===== config.mk =====
export PLATFORM = sky130hd
export DESIGN_NAME = prf_regfile
export DESIGN_NICKNAME = d
export VERILOG_FILES = /design/src/rtl/prf_pkg.sv /design/src/rtl/prf_slice_decode.sv /design/src/rtl/prf_entry_merge.sv /design/src/rtl/prf_read_mux.sv /design/src/rtl/prf_regfile.sv
export SDC_FILE = /design/constraint.sdc
export NUM_CORES = 1
export LEC_CHECK = 0
export ABC_AREA = 0
export CAP_MARGIN = 0
export CORE_AREA = 2 2 223 389
export DETAILED_ROUTE_END_ITERATION = 6
export DIE_AREA = 0 0 225 391
export PLACE_DENSITY = 0.68
export SKIP_LAST_GASP = 1
export SLEW_MARGIN = 10
export SYNTH_ARGS = -nofsm -noshare
export SYNTH_HDL_FRONTEND = slang
export SYNTH_SLANG_ARGS = --single-unit

===== constraint.sdc =====
create_clock -name clk -period 3.1 [get_ports clk]
set_input_delay 0.62 -clock clk [delete_from_list [all_inputs] [get_ports clk]]
set_output_delay 0.62 -clock clk [all_outputs]
set_load 0.01 [all_outputs]

===== src/rtl/prf_pkg.sv =====
package prf_pkg;

    // Slice codes on the write port; values outside this set are rejected.
    typedef enum logic [2:0] {
        SL_FULL  = 3'd0,
        SL_HALF  = 3'd1,
        SL_WORD  = 3'd2,
        SL_BYTE0 = 3'd3,
        SL_BYTE1 = 3'd4
    } slice_e;

    localparam int unsigned SLICE_CODE_W = 3;
    localparam int unsigned WORD_W       = 16;
    localparam int unsigned BYTE_W       = 8;

endpackage


===== src/rtl/prf_slice_decode.sv =====
// Turns a slice code and raw write data into a keep mask (bits preserved
// from the old entry) and a placed value (new bits already in position).
module prf_slice_decode
    import prf_pkg::*;
#(
    parameter int unsigned DATA_W = 64
) (
    input  logic [SLICE_CODE_W-1:0] slice,
    input  logic [DATA_W-1:0]       data,
    output logic                    valid,
    output logic [DATA_W-1:0]       keep_mask,
    output logic [DATA_W-1:0]       placed
);

    localparam int unsigned HALF_W = DATA_W / 2;

    always_comb begin
        valid     = 1'b1;
        keep_mask = '1;
        placed    = '0;
        case (slice)
            SL_FULL: begin
                keep_mask = '0;
                placed    = data;
            end
            SL_HALF: begin
                // upper half is not kept: it is forced to zero
                keep_mask              = '0;
                placed[HALF_W-1:0]     = data[HALF_W-1:0];
            end
            SL_WORD: begin
                keep_mask[WORD_W-1:0]  = '0;
                placed[WORD_W-1:0]     = data[WORD_W-1:0];
            end
            SL_BYTE0: begin
                keep_mask[BYTE_W-1:0]  = '0;
                placed[BYTE_W-1:0]     = data[BYTE_W-1:0];
            end
            SL_BYTE1: begin
                keep_mask[2*BYTE_W-1:BYTE_W] = '0;
                placed[2*BYTE_W-1:BYTE_W]    = data[BYTE_W-1:0];
            end
            default: begin
                valid = 1'b0;
            end
        endcase
    end

endmodule


===== src/rtl/prf_entry_merge.sv =====
// Bitwise merge of the old entry with the placed write value.
module prf_entry_merge #(
    parameter int unsigned DATA_W = 64
) (
    input  logic [DATA_W-1:0] old_val,
    input  logic [DATA_W-1:0] keep_mask,
    input  logic [DATA_W-1:0] placed,
    output logic [DATA_W-1:0] new_val
);

    for (genvar b = 0; b < DATA_W; b++) begin : g_bit
        assign new_val[b] = keep_mask[b] ? old_val[b] : placed[b];
    end

endmodule


===== src/rtl/prf_read_mux.sv =====
// One combinational read port over the packed storage.
module prf_read_mux #(
    parameter int unsigned NUM_REGS = 8,
    parameter int unsigned DATA_W   = 64,
    localparam int unsigned ADDR_W  = $clog2(NUM_REGS)
) (
    input  logic [NUM_REGS-1:0][DATA_W-1:0] regs,
    input  logic [ADDR_W-1:0]               addr,
    output logic [DATA_W-1:0]               data
);

    assign data = regs[addr];

endmodule


===== src/rtl/prf_regfile.sv =====
module prf_regfile
    import prf_pkg::*;
#(
    parameter int unsigned NUM_REGS = 8,
    parameter int unsigned DATA_W   = 64,
    localparam int unsigned ADDR_W  = $clog2(NUM_REGS)
) (
    input  logic                    clk,
    input  logic                    rst_n,
    input  logic                    wr_en,
    input  logic [ADDR_W-1:0]       wr_addr,
    input  logic [SLICE_CODE_W-1:0] wr_slice,
    input  logic [DATA_W-1:0]       wr_data,
    input  logic [ADDR_W-1:0]       rd0_addr,
    output logic [DATA_W-1:0]       rd0_data,
    input  logic [ADDR_W-1:0]       rd1_addr,
    output logic [DATA_W-1:0]       rd1_data
);

    localparam int unsigned NUM_RD = 2;

    logic [NUM_REGS-1:0][DATA_W-1:0] regs_d, regs_q;

    logic              slice_ok;
    logic [DATA_W-1:0] keep_mask;
    logic [DATA_W-1:0] placed;
    logic [DATA_W-1:0] old_val;
    logic [DATA_W-1:0] merged;

    assign old_val = regs_q[wr_addr];

    prf_slice_decode #(.DATA_W(DATA_W)) u_decode (
        .slice     (wr_slice),
        .data      (wr_data),
        .valid     (slice_ok),
        .keep_mask (keep_mask),
        .placed    (placed)
    );

    prf_entry_merge #(.DATA_W(DATA_W)) u_merge (
        .old_val   (old_val),
        .keep_mask (keep_mask),
        .placed    (placed),
        .new_val   (merged)
    );

    // next-state process
    always_comb begin
        regs_d = regs_q;
        if (wr_en && slice_ok) begin
            regs_d[wr_addr] = merged;
        end
    end

    // state process
    always_ff @(posedge clk or negedge rst_n) begin
        if (!rst_n) begin
            regs_q <= '0;
        end else begin
            regs_q <= regs_d;
        end
    end

    // read ports: combinational from stored state, so same-cycle writes
    // become visible only after the edge
    logic [NUM_RD-1:0][ADDR_W-1:0] rd_addr_a;
    logic [NUM_RD-1:0][DATA_W-1:0] rd_data_a;

    assign rd_addr_a[0] = rd0_addr;
    assign rd_addr_a[1] = rd1_addr;

    for (genvar p = 0; p < NUM_RD; p++) begin : g_rd
        prf_read_mux #(.NUM_REGS(NUM_REGS), .DATA_W(DATA_W)) u_rd (
            .regs (regs_q),
            .addr (rd_addr_a[p]),
            .data (rd_data_a[p])
        );
    end

    assign rd0_data = rd_data_a[0];
    assign rd1_data = rd_data_a[1];

endmodule


==> key figures <==
Worst hold path
  • Worst Hold Class: primary input to flip-flop

Layout
  • Largest register FFs: 512
  • Fraction of layout cells with a size suffix above 1: 26.3%
  • Layout fillers: 7692
  • Layout Nets: 3186
  • Largest regs: regs_q x512
  • Most common cell after layout, fill and taps aside: dfrtp_1
  • Most frequent cells in the layout: 512 x dfrtp_1, 309 x nor2_1, 277 x mux4_2
  • Biggest register: regs_q
  • Area delta synth->final: 17.3%
  • Number of antenna diodes: 0

GRT
  • Initial antenna violation count: 1
  • GRT Total Usage: 26.9%
  • Largest net degree at the start of global routing: 80
  • First-pass GRT wire length: 179000 um
  • Vias in the first global route: 28269
  • Total gr overflow: 0

Synthesis
  • Yosys reg bits: 512
  • Mapped Cells: 2974
  • Prevailing post-synth register cell: dfrtp_1
  • Yosys cell types: 73
  • Mux cell area share after synthesis: 33.3%
  • Compound-gate portion of the synthesized area: 13.2%
  • Post-Synth Simple-Gate Area: 10.5%
  • Seq/Total Area, Yosys: 38.2%
  • YS warnings: 0
  • Syn avg cell area: 11.3 um^2
  • Yosys top cell by area: dfrtp_1
  • Syn Nets: 3053
  • Cell area after synthesis: 33600 um^2
  • Top-area cell type share of the netlist area: 38.2%
  • Adder-cell share of the synthesized area: 0.0335%
  • Top cells by area, synth: dfrtp_1 38%, mux4_2 19%, mux2i_1 7.5%
  • Largest family of logic cells by synthesized area: multiplexers
  • Xor/xnor share of the synthesized area: 0%
  • Asr flop ratio synth: 100%
  • Number of synthesized flops with an enable pin: 0

Placement
  • Final Wtd Congestion: 0.879
  • IO buf count: 206
  • DP Wirelength: 80400 um

Clock tree
  • Clock sinks: 512
  • TritonCTS buffer count: 50
  • Root Buffer: clkbuf_16
  • Worst-path clk slew: 0.06 ns
  • CTS max path bufs: 3
  • H-tree levels: 2
  • Clock Latency Late Sink: 0.61 ns
  • TritonCTS clock tree: yes

Die
  • Io pins: 207
  • Die Y: 391 um
  • Core area: 85100 um^2
  • Initial Utilization: 39.5%
  • Row cnt: 142
  • Die area: 88000 um^2
  • Die Span X: 225 um

Routing
  • DRT antenna net count: 0
  • Routed WL: 119000 um
  • Initial DRC count: 2640
  • Remaining DRCs: 0
  • Via Count: 27513
  • Drt wl/cell: 28.2 um
  • Vias per cell: 6.51
  • 1st-pass router iterations: 6

Worst setup path
  • CP Data Required Time: 2.48 ns
  • Crit start category: primary input
  • Worst setup path class: primary input to output port
  • Arr. time, crit path: 2.46 ns
  • Worst Setup End Kind: output port
  • Crit Path Max Fanout: 21

STA
  • Worst-margin pin slew: 1.33 ns
  • Skew final: 0.0229 ns
  • Setup TNS: 0 ns
  • Slew Limit Fails: 0
  • Peak Freq: 325 MHz
  • # setup viols final: 0
  • Fin crit period: 3.08 ns
  • Post-route clock period utilization: 99.4%
  • RSZ-0062 raised after global routing: yes
  • Hold Vio Cnt, Final: 0
  • Max_slew headroom: 10.6%

Pwr
  • Worst vdd ir: 0.000473 V
  • Power Density: 651 nW/um^2
  • Leak: 15.5 nW
  • Total chip power: 25.7 mW

Flow run
  • Reported max-cap violation count: 0

Outcome
  • Status: finished, final reports clean
[logic make-up after synthesis]
kind of cell | count (synthesis)
muxes | 744
AOI/OAI and AO/OA | 638
buffers and inverters | 304
DFF | 512
adders and majority gates | 1
and+or+nand+nor | 775
[layer usage]
layer / GRT usage [%] / wire [um] / vias up / share of wire (%)
met3: 4.13 / 9280 / 429 / 7.8
met1: 32.7 / 43800 / 14016 / 37
met4: 16.7 / 8210 / 2 / 6.9
met5: 0 / 7 / - / 0.0059
met2: 44.9 / 58000 / 1469 / 49
li1: - / - / 11597 / -
[final timing paths]
path | from | endpoint | slack (ns) | cells after the start
worst max register to register | regs_q[351]$_DFFE_PN0P_ | regs_q[351]$_DFFE_PN0P_ | 1.28 | 4
worst min-delay path | wr_addr[1] | regs_q[434]$_DFFE_PN0P_ | 0.42 | 3
max in group asynchronous | rst_n | regs_q[90]$_DFFE_PN0P_ | 1.62 | 3
worst max-delay path | rd0_addr[0] | rd0_data[40] | 0.02 | 5
worst min register to register | regs_q[261]$_DFFE_PN0P_ | regs_q[261]$_DFFE_PN0P_ | 0.52 | 2
min in group asynchronous | rst_n | regs_q[438]$_DFFE_PN0P_ | 0.53 | 2
[metrics by stage]
stage	hold slack (ns)	setup slack (ns)	cells	instance area, um^2	utilization, %
global route	0.428	-0.0353	4227	39400	46.3
detailed placement	0.510	0.00614	4133	37700	44.3
finish	0.423	0.0190	4227	39400	46.3
floorplan	0.324	0.464	2974	33600	-
global placement	0.498	0.0174	4133	37700	44.3
CTS	0.389	0.00404	4226	39300	46.2
[worst max-delay path: stages]
cell	delay [ns]
buf_12	0.21
buf_12	0.26
mux4_2	0.52
mux2_2	0.33
clkdlybuf4s50_1	0.50
[power breakdown]
| part | internal [mW] | leakage, nW | switching [mW] | total, mW |
|---|---|---|---|---|
| combinational | 4.93 | 8.43 | 3.91 | 8.84 |
| clock | 3.46 | 0.814 | 2.88 | 6.34 |
| sequential | 8.49 | 6.27 | 2.00 | 10.5 |
| total | 16.9 | 15.5 | 8.78 | 25.7 |
[timing repair]
action,in CTS,in global routing
hold buffers,1,0
gates resized for setup,0,6
hold endpoints to repair,48,0
buffers inserted,0,0
setup endpoints to repair,0,40
[Yosys cell counts, drive strengths merged, types with 7 or more instances]
cell and number:
a211o 7, a211oi 22, a21o 20, a21oi 186, a221oi 8, a22oi 10
a31oi 106, a32o 9, a32oi 7, and3 19, buf 181, clkbuf 110
dfrtp 512, inv 13, mux2 215, mux2i 252, mux4 277, nand2 208
nand2b 34, nand3 20, nand3b 33, nand4 13, nor2 313, nor2b 15
nor3 87, o21ai 96, o221ai 10, o22ai 26, o31ai 95, o32ai 10
or3 8
[area by class of cell]
cell class | count | area [um^2] | share of cell area (%)
multi-input cells | 2158 | 19200 | 48.8
flip-flops and latches | 512 | 12800 | 32.5
repair buffers | 372 | 4290 | 10.9
clock buffers | 70 | 1460 | 3.70
well taps | 1080 | 1350 | 3.43
clock inverters | 22 | 196 | 0.499
inverters | 13 | 53.8 | 0.137
No activity file was read; power rests on OpenSTA's default activity.
